<file path="src/rtl/rx_dma_pkg.sv">
package rx_dma_pkg;
  localparam int WORD_W     = 32;
  localparam int LEN_W      = 13;
  localparam int SOF_BIT    = 14;
  localparam int EOF_BIT    = 15;
  localparam int WRAP_BIT   = 30;
  localparam int OWN_BIT    = 31;
  localparam int DESC_BYTES = 8;
  localparam int ST_DONE    = 0;
  localparam int ST_OVR     = 1;
  localparam int NUM_IRQ    = 2;

  typedef enum logic [2:0] {
    S_IDLE,
    S_RD_ADDR,
    S_RD_CTRL,
    S_FILL,
    S_WB,
    S_DROP
  } rx_state_e;
endpackage

</file>
<file path="src/rtl/rx_dma_ptr.sv">
module rx_dma_ptr #(
  parameter int AW = 32
) (
  input  logic          clk,
  input  logic          rst_n,
  input  logic          base_we,
  input  logic [AW-1:0] base_wdata,
  input  logic          qptr_we,
  input  logic [AW-1:0] qptr_wdata,
  input  logic          adv,
  input  logic          adv_wrap,
  output logic [AW-1:0] qptr
);
  import rx_dma_pkg::*;
  localparam logic [AW-1:0] STEP = AW'(DESC_BYTES);

  logic [AW-1:0] base_q, qptr_q;

  always_ff @(posedge clk) begin
    if (!rst_n) begin
      base_q <= '0;
      qptr_q <= '0;
    end else begin
      if (base_we) base_q <= base_wdata;
      if (qptr_we) qptr_q <= qptr_wdata;
      else if (adv) qptr_q <= adv_wrap ? base_q : qptr_q + STEP;
    end
  end

  assign qptr = qptr_q;


  qptr_step_chk: assert property (@(posedge clk) disable iff (!rst_n)
    (adv && !qptr_we && !base_we) |=>
      (qptr_q == $past(base_q) || qptr_q == $past(qptr_q) + STEP));


  qptr_hold_chk: assert property (@(posedge clk) disable iff (!rst_n)
    (!adv && !qptr_we) |=> $stable(qptr_q));
endmodule

</file>
<file path="src/rtl/rx_dma_irq.sv">
module rx_dma_irq (
  input  logic       clk,
  input  logic       rst_n,
  input  logic [1:0] set_i,
  input  logic [1:0] clr_i,
  input  logic [1:0] en_i,
  output logic [1:0] status_o,
  output logic       irq_o
);
  import rx_dma_pkg::*;

  logic [NUM_IRQ-1:0] st_q;

  for (genvar i = 0; i < NUM_IRQ; i++) begin : g_bit
    always_ff @(posedge clk) begin
      if (!rst_n) st_q[i] <= 1'b0;
      else if (set_i[i]) st_q[i] <= 1'b1;
      else if (clr_i[i]) st_q[i] <= 1'b0;
    end


    sticky_chk: assert property (@(posedge clk) disable iff (!rst_n)
      (st_q[i] && !clr_i[i]) |=> st_q[i]);


    w1c_chk: assert property (@(posedge clk) disable iff (!rst_n)
      (clr_i[i] && !set_i[i]) |=> !st_q[i]);
  end

  assign status_o = st_q;
  assign irq_o    = |(st_q & en_i);
endmodule

</file>
<file path="src/rtl/rx_dma_engine.sv">
module rx_dma_engine #(
  parameter int AW = 32
) (
  input  logic                           clk,
  input  logic                           rst_n,
  input  logic                           rx_en,
  input  logic [AW-1:0]                  qptr,
  input  logic                           s_valid,
  output logic                           s_ready,
  input  logic [rx_dma_pkg::WORD_W-1:0]  s_data,
  input  logic                           s_last,
  input  logic [1:0]                     s_lastbytes,
  output logic                           mem_req,
  output logic                           mem_we,
  output logic [AW-1:0]                  mem_addr,
  output logic [rx_dma_pkg::WORD_W-1:0]  mem_wdata,
  input  logic [rx_dma_pkg::WORD_W-1:0]  mem_rdata,
  input  logic                           mem_ack,
  output logic                           adv,
  output logic                           adv_wrap,
  output logic                           frame_done,
  output logic                           overrun
);
  import rx_dma_pkg::*;
  localparam int CNT_W = LEN_W + 1;
  localparam logic [AW-1:0] CTRL_OFS = AW'(4);

  rx_state_e         state_q, state_d;
  logic [AW-1:0]     buf_q;
  logic [LEN_W-1:0]  len_q;
  logic [CNT_W-1:0]  cnt_q;
  logic              wrap_q, sof_q, eof_q;
  logic              room, beat, own_hit;
  logic [CNT_W-1:0]  inc;
  logic [WORD_W-1:0] wb_word;

  assign room    = cnt_q < {1'b0, len_q};
  assign inc     = (s_last && s_lastbytes != 2'd0) ? CNT_W'(s_lastbytes) : CNT_W'(4);
  assign own_hit = mem_rdata[OWN_BIT];
  assign beat    = s_valid && s_ready;

  always_comb begin
    wb_word           = '0;
    wb_word[LEN_W-1:0] = cnt_q[LEN_W-1:0];
    wb_word[SOF_BIT]  = sof_q;
    wb_word[EOF_BIT]  = eof_q;
    wb_word[WRAP_BIT] = wrap_q;
    wb_word[OWN_BIT]  = 1'b1;
  end

  always_comb begin
    mem_req   = 1'b0;
    mem_we    = 1'b0;
    mem_addr  = qptr;
    mem_wdata = '0;
    s_ready   = 1'b0;
    unique case (state_q)
      S_RD_ADDR: mem_req = 1'b1;
      S_RD_CTRL: begin
        mem_req  = 1'b1;
        mem_addr = qptr + CTRL_OFS;
      end
      S_FILL: if (room) begin
        mem_req   = s_valid;
        mem_we    = 1'b1;
        mem_addr  = buf_q + AW'(cnt_q);
        mem_wdata = s_data;
        s_ready   = mem_ack;
      end
      S_WB: begin
        mem_req   = 1'b1;
        mem_we    = 1'b1;
        mem_addr  = qptr + CTRL_OFS;
        mem_wdata = wb_word;
      end
      S_DROP: s_ready = 1'b1;
      default: ;
    endcase
  end

  always_comb begin
    state_d = state_q;
    unique case (state_q)
      S_IDLE:    if (rx_en && s_valid) state_d = S_RD_ADDR;
      S_RD_ADDR: if (mem_ack) state_d = S_RD_CTRL;
      S_RD_CTRL: if (mem_ack) state_d = own_hit ? S_DROP : S_FILL;
      S_FILL:    if (!room || (beat && s_last)) state_d = S_WB;
      S_WB:      if (mem_ack) state_d = eof_q ? S_IDLE : S_RD_ADDR;
      S_DROP:    if (beat && s_last) state_d = S_IDLE;
      default:   state_d = S_IDLE;
    endcase
  end

  always_ff @(posedge clk) begin
    if (!rst_n) begin
      state_q <= S_IDLE;
      buf_q   <= '0;
      len_q   <= '0;
      cnt_q   <= '0;
      wrap_q  <= 1'b0;
      sof_q   <= 1'b1;
      eof_q   <= 1'b0;
    end else begin
      state_q <= state_d;
      unique case (state_q)
        S_RD_ADDR: if (mem_ack) buf_q <= mem_rdata[AW-1:0];
        S_RD_CTRL: if (mem_ack) begin
          len_q  <= mem_rdata[LEN_W-1:0];
          wrap_q <= mem_rdata[WRAP_BIT];
          cnt_q  <= '0;
          eof_q  <= 1'b0;
        end
        S_FILL: if (beat) begin
          cnt_q <= cnt_q + inc;
          eof_q <= s_last;
        end
        S_WB:   if (mem_ack) sof_q <= eof_q;
        S_DROP: if (beat && s_last) sof_q <= 1'b1;
        default: ;
      endcase
    end
  end

  assign adv        = (state_q == S_WB) && mem_ack;
  assign adv_wrap   = wrap_q;
  assign frame_done = adv && eof_q;
  assign overrun    = (state_q == S_RD_CTRL) && mem_ack && own_hit;


  ready_state_chk: assert property (@(posedge clk) disable iff (!rst_n)
    s_ready |-> (state_q == S_FILL || state_q == S_DROP));


  no_overflow_chk: assert property (@(posedge clk) disable iff (!rst_n)
    (mem_req && mem_we && state_q == S_FILL) |-> room);


  req_hold_chk: assert property (@(posedge clk) disable iff (!rst_n)
    (mem_req && !mem_ack) |=> (mem_req && $stable(mem_addr)));


  own_set_chk: assert property (@(posedge clk) disable iff (!rst_n)
    (state_q == S_WB && mem_req) |-> (mem_we && mem_wdata[OWN_BIT]));


  drop_nowrite_chk: assert property (@(posedge clk) disable iff (!rst_n)
    (state_q == S_DROP) |-> !mem_req);


  idle_quiet_chk: assert property (@(posedge clk) disable iff (!rst_n)
    (state_q == S_IDLE) |-> (!mem_req && !s_ready));
endmodule

</file>
<file path="src/rtl/rx_ring_dma.sv">
module rx_ring_dma #(
  parameter int AW = 32
) (
  input  logic          clk,
  input  logic          rst_n,
  input  logic          rx_en,
  input  logic          base_we,
  input  logic [AW-1:0] base_wdata,
  input  logic          qptr_we,
  input  logic [AW-1:0] qptr_wdata,
  output logic [AW-1:0] qptr_o,
  input  logic [1:0]    irq_en,
  input  logic [1:0]    irq_clr,
  output logic [1:0]    irq_status,
  output logic          irq,
  input  logic          s_valid,
  output logic          s_ready,
  input  logic [31:0]   s_data,
  input  logic          s_last,
  input  logic [1:0]    s_lastbytes,
  output logic          mem_req,
  output logic          mem_we,
  output logic [AW-1:0] mem_addr,
  output logic [31:0]   mem_wdata,
  input  logic [31:0]   mem_rdata,
  input  logic          mem_ack
);
  logic adv, adv_wrap, frame_done, overrun;

  rx_dma_ptr #(.AW(AW)) u_ptr (
    .clk(clk), .rst_n(rst_n),
    .base_we(base_we), .base_wdata(base_wdata),
    .qptr_we(qptr_we), .qptr_wdata(qptr_wdata),
    .adv(adv), .adv_wrap(adv_wrap), .qptr(qptr_o)
  );

  rx_dma_engine #(.AW(AW)) u_eng (
    .clk(clk), .rst_n(rst_n), .rx_en(rx_en), .qptr(qptr_o),
    .s_valid(s_valid), .s_ready(s_ready), .s_data(s_data),
    .s_last(s_last), .s_lastbytes(s_lastbytes),
    .mem_req(mem_req), .mem_we(mem_we), .mem_addr(mem_addr),
    .mem_wdata(mem_wdata), .mem_rdata(mem_rdata), .mem_ack(mem_ack),
    .adv(adv), .adv_wrap(adv_wrap),
    .frame_done(frame_done), .overrun(overrun)
  );

  rx_dma_irq u_irq (
    .clk(clk), .rst_n(rst_n),
    .set_i({overrun, frame_done}), .clr_i(irq_clr), .en_i(irq_en),
    .status_o(irq_status), .irq_o(irq)
  );
endmodule

</file>
<file path="config.mk">
export PLATFORM = sky130hd
export DESIGN_NAME = rx_ring_dma
export DESIGN_NICKNAME = d
export VERILOG_FILES = /design/src/rtl/rx_dma_pkg.sv /design/src/rtl/rx_dma_ptr.sv /design/src/rtl/rx_dma_irq.sv /design/src/rtl/rx_dma_engine.sv /design/src/rtl/rx_ring_dma.sv
export SDC_FILE = /design/constraint.sdc
export NUM_CORES = 1
export LEC_CHECK = 0
export ABC_CLOCK_PERIOD_IN_PS = 5700
export BUFFER_PORTS_ARGS = -buffer_cell sky130_fd_sc_hd__buf_2
export CORE_ASPECT_RATIO = 0.5
export CORE_UTILIZATION = 40
export CTS_BUF_LIST = sky130_fd_sc_hd__clkbuf_8
export DETAILED_ROUTE_END_ITERATION = 12
export PLACE_DENSITY_LB_ADDON = 0.1
export SETUP_SLACK_MARGIN = 0.2
export SLEW_MARGIN = 30
export SYNTH_ARGS = -nofsm -noshare
export SYNTH_HDL_FRONTEND = slang
export SYNTH_SLANG_ARGS = --single-unit
</file>
<file path="constraint.sdc">
create_clock -name clk -period 5.7 [get_ports clk]
set_input_delay 1.14 -clock clk [delete_from_list [all_inputs] [get_ports clk]]
set_output_delay 1.14 -clock clk [all_outputs]
set_load 0.05 [all_outputs]
</file>
### After elaboration in Yosys (flattened, before gate mapping)

Cells that the tools add are included.

| operators by class | value |
|---|---|
| bitwise logic cells | 1 |
| muxes and demuxes | 36 |
| $add $sub $neg | 4 |
| reduce and logical (&&, ||, !) cells | 25 |
| order comparisons | 1 |
| divide/modulo/power cells | 0 |
| equality and inequality tests | 12 |
| shifts and indexed selects | 0 |
| $mul | 0 |

Operators with widths:

| cell | count |
|---|---|
| $mux W32 | 5 |
| $pmux W32 S2 | 2 |
| $add A32 B14 Y32 | 1 |
| $add A32 B3 Y32 const B | 1 |
| $add A32 B4 Y32 const B | 1 |
| $mux W14 | 2 |
| $pmux W14 S2 | 1 |
| $mux W3 | 8 |
| $pmux W3 S6 | 1 |
| $add A14 B14 Y14 | 1 |
| $lt A14 B13 Y1 | 1 |
| $mux W1 | 12 |
| $reduce_bool A2 Y1 | 6 |
| $pmux W1 S2 | 5 |
| $logic_and A1 B1 Y1 | 8 |
| $ne A2 B1 Y1 const B | 4 |
| $eq A3 B2 Y1 const B | 2 |
| $eq A3 B3 Y1 const B | 2 |
| $ne A2 B2 Y1 const B | 3 |
| $reduce_and A3 Y1 | 2 |
| $reduce_and A6 Y1 | 1 |
| $reduce_and A2 Y1 | 2 |
| $reduce_or A2 Y1 | 2 |
| $eq A3 B1 Y1 const B | 1 |
| 5 further kinds | 5 |

| storage, ports and cells | value |
|---|---|
| bits in read-only memories | 0 |
| memories | 0 |
| word-level logic and storage cells | 90 |
| latch bits | 0 |
| memory bits (writable) | 0 |
| output and inout bits | 102 |
| bits of input ports | 142 |
| register bits after elaboration | 131 |

### Logic depth before layout (Yosys ltp)

Gate-level depths: netlist of the first run.

| logic depth | value |
|---|---|
| depth in word-level cells | 8 |
| gate-level depth with buffers | 10 |
| mapped depth without buffers | 9 |

### Cells and area by module

A second synthesis of the first run with hierarchy kept.

| unflattened totals | value |
|---|---|
| cell total of the unflattened synthesis | 1167 |
| area total of the unflattened synthesis | 8939.8 µm² |

Modules (own cells, without submodules):

| module | instances | seq. area each (µm²) | area an instance (µm²) | cells each |
|---|---|---|---|---|
| rx_dma_engine | 1 | 1301.2 | 5449.0 | 738 |
| rx_dma_ptr | 1 | 1281.2 | 3413.3 | 422 |
| rx_dma_irq | 1 | 40.0 | 77.6 | 7 |

### Worst setup path after synthesis of the first run

No wires, ideal clock.

| timing path | value |
|---|---|
| path kind | register to output |
| from | register u_ptr.qptr_q[4], in the netlist u_ptr.qptr[4] |
| to | output port mem_addr[31] |
| required time | 4560 ps |
| path buffers | 1 |
| slack | 651 ps |
| cell stages (with the launch flop) | 8 |
| data arrival time | 3909 ps |
| cells stage by stage | dfxtp_1 -> ha_1 -> and4_1 -> buf_4 -> nand4_4 -> nor4_4 -> nand3_2 -> o311ai_0 |

| between the ends | value |
|---|---|
| cells in the longest elaborated chain, start to end | 2 |

Ends and longest elaborated chain:

| item | RTL line | text |
|---|---|---|
| from (decl) | rx_dma_ptr.sv:17 | `logic [AW-1:0] base_q, qptr_q;` |
| from (signal assigned) | rx_dma_ptr.sv:25 | `if (qptr_we) qptr_q <= qptr_wdata;` |
| from (signal assigned) | rx_dma_ptr.sv:26 | `else if (adv) qptr_q <= adv_wrap ? base_q : qptr_q + STEP;` |
| $add A32 B3 Y32 | rx_dma_engine.sv:61, rx_dma_engine.sv:73 |  |
| $pmux W32 S2 | rx_dma_engine.sv:57 | `unique case (state_q)` |
| to (decl) | rx_ring_dma.sv:23 | `output logic [AW-1:0] mem_addr,` |

No other way between the ends.

### Worst setup path in the final report of the first run

| timing path | value |
|---|---|
| from | register u_eng.cnt_q[12] |
| to | output port mem_addr[17] |

| between the ends | value |
|---|---|
| cells in the longest elaborated chain, start to end | 3 |
| elaborated cells on any way between the ends | 4 |
| classes of those cells | add/sub (1); order compare (1); mux (2) |

Ends and longest elaborated chain:

| item | RTL line | text |
|---|---|---|
| from (decl) | rx_dma_engine.sv:31 | `logic [CNT_W-1:0] cnt_q;` |
| from (signal assigned) | rx_dma_engine.sv:114 | `cnt_q <= cnt_q + inc;` |
| $add A32 B14 Y32 / $lt A14 B13 Y1 (equally long branches) | rx_dma_engine.sv:66, rx_dma_engine.sv:37 |  |
| $mux W32 * | rx_dma_engine.sv:63 | `S_FILL: if (room) begin` |
| $pmux W32 S2 * | rx_dma_engine.sv:57 |  |

Mark *: on every way between the ends. The rest lies on a longest branch, timed or not.

==> results of run 1 <==
registers in the layout, indices dropped and copies added, names as in the netlist:
name	cells
u_eng.eof_q	1
u_eng.state_q	3
u_ptr.base_q	32
u_eng.adv_wrap	1
u_ptr.qptr	32
u_eng.len_q	13
u_irq.status_o	2
u_eng.buf_q	32
u_eng.sof_q	1
u_eng.cnt_q	14
path summary, 6_finish.rpt:
check | start | endpoint
worst max-delay path | u_eng.cnt_q[12] | mem_addr[17]
worst min-delay path | u_eng.len_q[0] | u_eng.len_q[0]
worst max register to register | u_eng.state_q[2] | u_ptr.qptr[12]
worst min register to register | u_eng.len_q[0] | u_eng.len_q[0]
critical path: stages, from the launching register on:
cell and delay, ns:
dfxtp_1 0.50, ha_1 0.29, and4b_1 0.19, a211o_1 0.30, nor4_2 0.26, a21o_1 0.34, nand2_1 0.51, o221ai_1 0.46
buf_2 0.33
routing by layer:
metal  GRT usage  part of all wire
met4     0.06781             0.011
met1      0.4182              0.48
met3     0.06942             0.072
met5           0                 0
met2      0.4448              0.43
cells in the final DEF, fill, tap and decap left out, types with 15 or more instances in the layout:
| cell | instances |
|---|---|
| buf_2 | 242 |
| nand3_1 | 21 |
| nand2_1 | 201 |
| inv_1 | 22 |
| ha_1 | 31 |
| o22ai_1 | 19 |
| dfxtp_1 | 131 |
| and3_1 | 29 |
| a21oi_1 | 134 |
| clkbuf_8 | 18 |
| buf_4 | 20 |
| a22o_1 | 16 |
| nor3_1 | 25 |
| xnor2_1 | 18 |
| nor2_1 | 107 |
| and2_1 | 15 |
| mux2i_1 | 41 |
| xor2_1 | 17 |
| o21ai_0 | 71 |
power groups by stage:
stage	sequential, W	clock, W	combinational, W
floorplan	0.00108	0	0.000418
global placement	0.00108	0	0.000640
detailed placement	0.00108	0	0.000646
CTS	0.00106	0.000807	0.000648
global route	0.00107	0.000852	0.000704
finish	0.00106	0.000794	0.000652
stage by stage:
step / util / std cells / instance area [um^2] / worst slack [ns] / total power [W]
3_3_place_gp: 0.4813 / 1649 / 10070 / 1.501 / 0.001719
6_report: 0.4999 / 1681 / 10460 / 0.9100 / 0.002507
4_1_cts: 0.4998 / 1681 / 10460 / 0.9288 / 0.002513
5_1_grt: 0.4999 / 1681 / 10460 / 0.7492 / 0.002625
3_5_place_dp: 0.4813 / 1649 / 10070 / 1.457 / 0.001725
2_1_floorplan: - / 1182 / 8697 / 0.6514 / 0.001501
logic make-up (layout without fill, tap and decap cells):
group                      count (synthesis)  after routing
and+or+nand+nor                          472            472
AOI/OAI and AO/OA                        361            361
DFF                                      131            131
buffers and inverters                    109            316
muxes                                     41             41
xor gates and xnor gates                  35             35
adders and majority gates                 33             33
cell usage after synthesis (5+ instances only):
cell / number
nand2_1: 201
a21oi_1: 134
dfxtp_1: 131
nor2_1: 109
o21ai_0: 71
clkbuf_1: 67
mux2i_1: 41
ha_1: 31
and3_1: 29
nor3_1: 25
inv_1: 22
nand3_1: 21
o22ai_1: 19
xnor2_1: 18
xor2_1: 17
a22o_1: 16
and2_1: 15
a31oi_1: 13
nand4_1: 12
nor4_1: 12
a21o_1: 11
a221oi_1: 11
o211ai_1: 11
a211oi_1: 9
buf_2: 9
and4_1: 8
o211a_1: 8
nor2b_1: 7
o21a_1: 7
o311ai_0: 7
buf_1: 6
or3_1: 6
a311oi_1: 5
nand2b_1: 5
final cells by class:
cell class,count,area share
Sequential cell,131,0.2507
Clock buffer,18,0.02368
Tap cell,292,0.03492
Inverter,22,0.007894
Multi-Input combinational cell,942,0.5394
Clock inverter,14,0.01328
Timing Repair Buffer,262,0.1301
==> impl_metrics.csv, run 1 <==
group,metric,value,unit
outcome,status,"completed",
die,core-area,20930,um^2
sta,period_share,0.8404,
synthesis,yosys_warnings,0,
grt,grt_antenna_before_repair,0,
clock_network,ctsHoldBuffers,0,
sta,tns,0,ns
power_and_ir_drop,p_sw,0.0009307,W
route,drtIter0Drc,726,
synthesis,synth-adder-area-share,0.04920,
sta,holdWs,0.4581,ns
critical_path,arrival,3.65,ns
route,wl,32800,um
clock_network,cts_made_buffers,17,
synthesis,synth_top_area_cell,"dfxtp_1",
synthesis,synth_flop_cell,"dfxtp_1",
synthesis,synth_top_area_share,0.3015,
synthesis,seq_area_frac_synth,0.3015,
clock_network,clock_path_buffers,2,
cells_and_area,multi_input_area,5643,um^2
critical_path,cp_max_fo,20,
route,ant_nets,0,
power_and_ir_drop,internal_power,0.001577,W
synthesis,ys_seq_elements,131,
power_and_ir_drop,power_frac_seq,0.423,
route,wl_per_cell,19.51,um
sta,setup_viol,0,
critical_path,reg2reg_slack,2.62,ns
worst_hold_path,hold_class,"flop to flop",
sta,rsz0062_at_grt,"false",
power_and_ir_drop,power_frac_comb,0.260,
run,max_cap_violations,0,
synthesis,synth_xor_area_frac,0.03525,
sta,fin_worst_skew,0.01051,ns
synthesis,synth-simple-area-share,0.2548,
power_and_ir_drop,leakagePower,4.541,nW
clock_network,clk_pin_slew_worst_paths,0.08,ns
critical_path,criticalPathCategory,"flop to primary output",
clock_network,cts-root-buf,"clkbuf_8",
synthesis,synthMuxAreaShare,0.04719,
sta,fin_crit,4.790,ns
synthesis,synth_top_family_by_area,"compound AO/OA/AOI/OAI gates",
power_and_ir_drop,p_per_area,239.7,nW/um^2
grt,grt_overflow_total,0,
clock_network,post_cts_buffers,0,
sta,max_freq,208.8,MHz
die,pin_count,244,
synthesis,async_flop_share,0,
sta,maxSlewHeadroom,0.3843,
die,dieWidth,210.5,um
power_and_ir_drop,clkPwrFrac,0.317,
synthesis,syn_area,8697,um^2
clock_network,cts_tree,"built",
grt,grt_max_degree,53,
cells_and_area,seq_area,2623,um^2
placed_design,place_congestion,0.9077,
placed_design,io_buffers,243,
sta,hold_violations,0,
synthesis,synth_compound_area_frac,0.2613,
worst_hold_path,hold_depth,2,
critical_path,r2r_cells,9,
grt,grt_pass1_vias,8871,
clock_network,insertion_delay,0.48,ns
synthesis,ys_types,71,
critical_path,cp-start-kind,"flop",
grt,grt_pass1_wl,50800,um
synthesis,synth_fp_nets,1357,
die,rows,37,
die,die-area,22370,um^2
placed_design,dp_hpwl,24510,um
die,initial_core_util,0.4156,
cells_and_area,syn_to_final_growth,20.29,%
critical_path,critPathCaptureType,"primary output",
critical_path,cp.required,4.56,ns
cells_and_area,finish.net_count,1551,
route,post-route-drc-count,0,
grt,grt.total_usage,0.2937,
sta,final_max_slew_viol_count,0,
synthesis,netlist_instances,1182,
die,die_y,106.3,um
power_and_ir_drop,irDropWorstVdd,0.1228,mV
cells_and_area,nFillCells,2166,
sta,worst_slew_pin_slew,0.9236,ns
cells_and_area,drive_gt1_frac,0.2246,
route,dr.pass1.iters,5,
synthesis,synthTopCellsByArea,"dfxtp_1 (30%), nand2_1 (8.7%), a21oi_1 (7.7%)",
clock_network,htree_num_levels,4,
power_and_ir_drop,switching_share,0.3712,
clock_network,cts.sinks,131,
synthesis,synth_area_per_cell,7.358,um^2
cells_and_area,num_antenna_cells,0,
route,route.vias.total,9703,
clock_network,cts_resized,0,
synthesis,synth_edf_count,0,
route,via_per_inst,5.772,
Power figures use the tool's default switching activity.
==> run 2: changes to the inputs <==
--- a/config.mk
+++ b/config.mk
@@ -5,7 +5,7 @@
 export SDC_FILE = /design/constraint.sdc
 export NUM_CORES = 1
 export LEC_CHECK = 0
-export ABC_CLOCK_PERIOD_IN_PS = 5700
+export ABC_CLOCK_PERIOD_IN_PS = 3920
 export BUFFER_PORTS_ARGS = -buffer_cell sky130_fd_sc_hd__buf_2
 export CORE_ASPECT_RATIO = 0.5
 export CORE_UTILIZATION = 40
==> constraint.sdc (replaced) <==
create_clock -name clk -period 3.92 [get_ports clk]
set_input_delay 0.784 -clock clk [delete_from_list [all_inputs] [get_ports clk]]
set_output_delay 0.784 -clock clk [all_outputs]
set_load 0.05 [all_outputs]
==> impl_metrics.csv, run 2 (synthesis gave the netlist of run 1 again) <==
group,metric,value,unit
grt,grt_pass1_vias,9077,
critical_path,reg2reg_slack,0.81,ns
critical_path,r2r_end,"u_eng.cnt_q[8]",
cells_and_area,num_antenna_cells,0,
clock_network,cts-root-buf,"clkbuf_8",
cells_and_area,finish.net_count,1600,
sta,hold_violations,0,
route,post-route-drc-count,0,
power_and_ir_drop,leakagePower,4.962,nW
route,dr.pass1.iters,8,
sta,period_share,0.9645,
critical_path,arrival,3.00,ns
cells_and_area,final_cells,1729,
die,die-area,22370,um^2
route,drtIter0Drc,991,
grt,grt_antenna_before_repair,0,
placed_design,place_inst,1674,
clock_network,clk_pin_slew_worst_paths,0.08,ns
clock_network,cts_tree,"built",
sta,holdWs,0.4587,ns
critical_path,cpMostUsedCell,"buf_6",
grt,grt_overflow_total,0,
grt,grt_max_degree,83,
critical_path,cp.required,3.14,ns
clock_network,cts_made_buffers,17,
die,initial_core_util,0.4156,
critical_path,cp_max_fo,6,
sta,fin_worst_skew,0.01608,ns
run,max_cap_violations,0,
worst_hold_path,worstHoldStart,"u_eng.len_q[2]",
critical_path,worstPathCellList,"ha_4, and4b_1, a211o_1, nor4_4, a21o_4, a21oi_4, buf_6, o21a_1, a221o_1, buf_6",
power_and_ir_drop,irDropWorstVdd,0.2253,mV
clock_network,insertion_delay,0.48,ns
power_and_ir_drop,p_per_area,343.4,nW/um^2
sta,setup_viol,0,
critical_path,r2r_cells,11,
critical_path,critPathCaptureType,"primary output",
placed_design,place_congestion,0.9293,
route,wl,34930,um
critical_path,critPathMaxStageDelay,0.36,ns
sta,max_freq,264.5,MHz
route,ant_nets,0,
worst_hold_path,min_to,"u_eng.len_q[2]",
critical_path,cp_slowest_cell,"dfxtp_4",
cells_and_area,drive_gt1_frac,0.3111,
sta,fin_crit,3.781,ns
critical_path,cp-start-kind,"flop",
cells_and_area,final_cell_mix,"nand2_1 (198), buf_2 (193), a21oi_1 (126)",
route,via_per_inst,5.831,
cells_and_area,layout_commonest_cell,"nand2_1",
sta,final_max_slew_viol_count,0,
outcome,status,"completed",
die,dieWidth,210.5,um
route,route.vias.total,10080,
worst_hold_path,hold_depth,2,
critical_path,r2r_start,"u_eng.cnt_q[11]",
critical_path,criticalPathCategory,"flop to primary output",
clock_network,htree_num_levels,4,
power_and_ir_drop,power.total,0.004032,W
sta,rsz0062_at_grt,"true",
die,rows,37,
cells_and_area,fin_util,0.5610,
sta,maxSlewHeadroom,0.4739,
clock_network,ctsHoldBuffers,0,
cells_and_area,syn_to_final_growth,34.97,%
grt,grt_pass1_wl,51750,um
clock_network,cts.sinks,131,
sta,worst_slew_pin_slew,0.7872,ns
placed_design,io_buffers,243,
worst_hold_path,hold_class,"flop to flop",
die,die_y,106.3,um
clock_network,clock_path_buffers,2,
die,pin_count,244,
die,core-area,20930,um^2
placed_design,dp_hpwl,25070,um
sta,tns,0,ns
route,wl_per_cell,20.20,um
grt,grt.total_usage,0.3027,
run 2: repair_timing:
action | CTS | global route
gates cloned | 4 | 2
setup buffers | 6 | 11
resized for setup | 127 | 90
endpoints found under the setup margin | 55 | 52
pin swaps | 17 | 25
run 2: layout make-up:
| class | count | area, um^2 |
|---|---|---|
| inverter | 22 | 82.58 |
| clock buffer | 19 | 261.5 |
| clock inverter | 12 | 188.9 |
| tap | 292 | 365.4 |
| timing repair buffer | 311 | 2073 |
| fill | 2044 | 9186 |
| multi-input combinational | 942 | 6106 |
| sequential | 131 | 2661 |
run 2: critical path, delay by kind of cell (launching register included):
family	cells	cell delay, ns
AOI/OAI and AO/OA	5	1.11
adders and majority gates	1	0.23
DFF	1	0.36
and+or+nand+nor	2	0.49
buffers and inverters	2	0.33
run 2: how the worst max path moves through the flow:
| stage | to | start | slack (ns) | cells after the start |
|---|---|---|---|---|
| floorplan | mem_addr[8] | u_eng.cnt_q[11] | 0.21 | 8 |
| global placement | mem_addr[31] | u_ptr.qptr[3] | 0.26 | 9 |
| detailed placement | mem_addr[17] | u_eng.cnt_q[11] | 0.22 | 9 |
| CTS | mem_addr[13] | u_eng.cnt_q[12] | 0.07 | 10 |
| global route | mem_addr[31] | u_eng.cnt_q[11] | 0.04 | 10 |
| finish | mem_addr[13] | u_eng.cnt_q[11] | 0.14 | 10 |
run 2: per-stage QoR:
step           setup slack [ns]  instance area, um^2
6_report                 0.1392                11740
3_5_place_dp             0.2158                10290
2_1_floorplan            0.2140                 8720
5_1_grt                 0.04313                11740
4_1_cts                 0.06669                11340
3_3_place_gp             0.2590                10290
run 2: layer usage:
metal  vias to the layer above  share of wire  wire (um)  global-route usage
met5                         -              0          0                   0
met4                         0          0.021        738             0.09576
met3                        57          0.075       2617             0.06706
met2                       439           0.44      15210              0.4507
met1                      4824           0.47      16360              0.4309
li1                       4761              -          -                   -
run 2: report_power, final:
part / internal (W) / switching (W) / total [W]
clock: 0.000779 / 0.000581 / 0.00136
combinational: 0.000414 / 0.000749 / 0.00116
sequential: 0.00141 / 0.0000978 / 0.00151
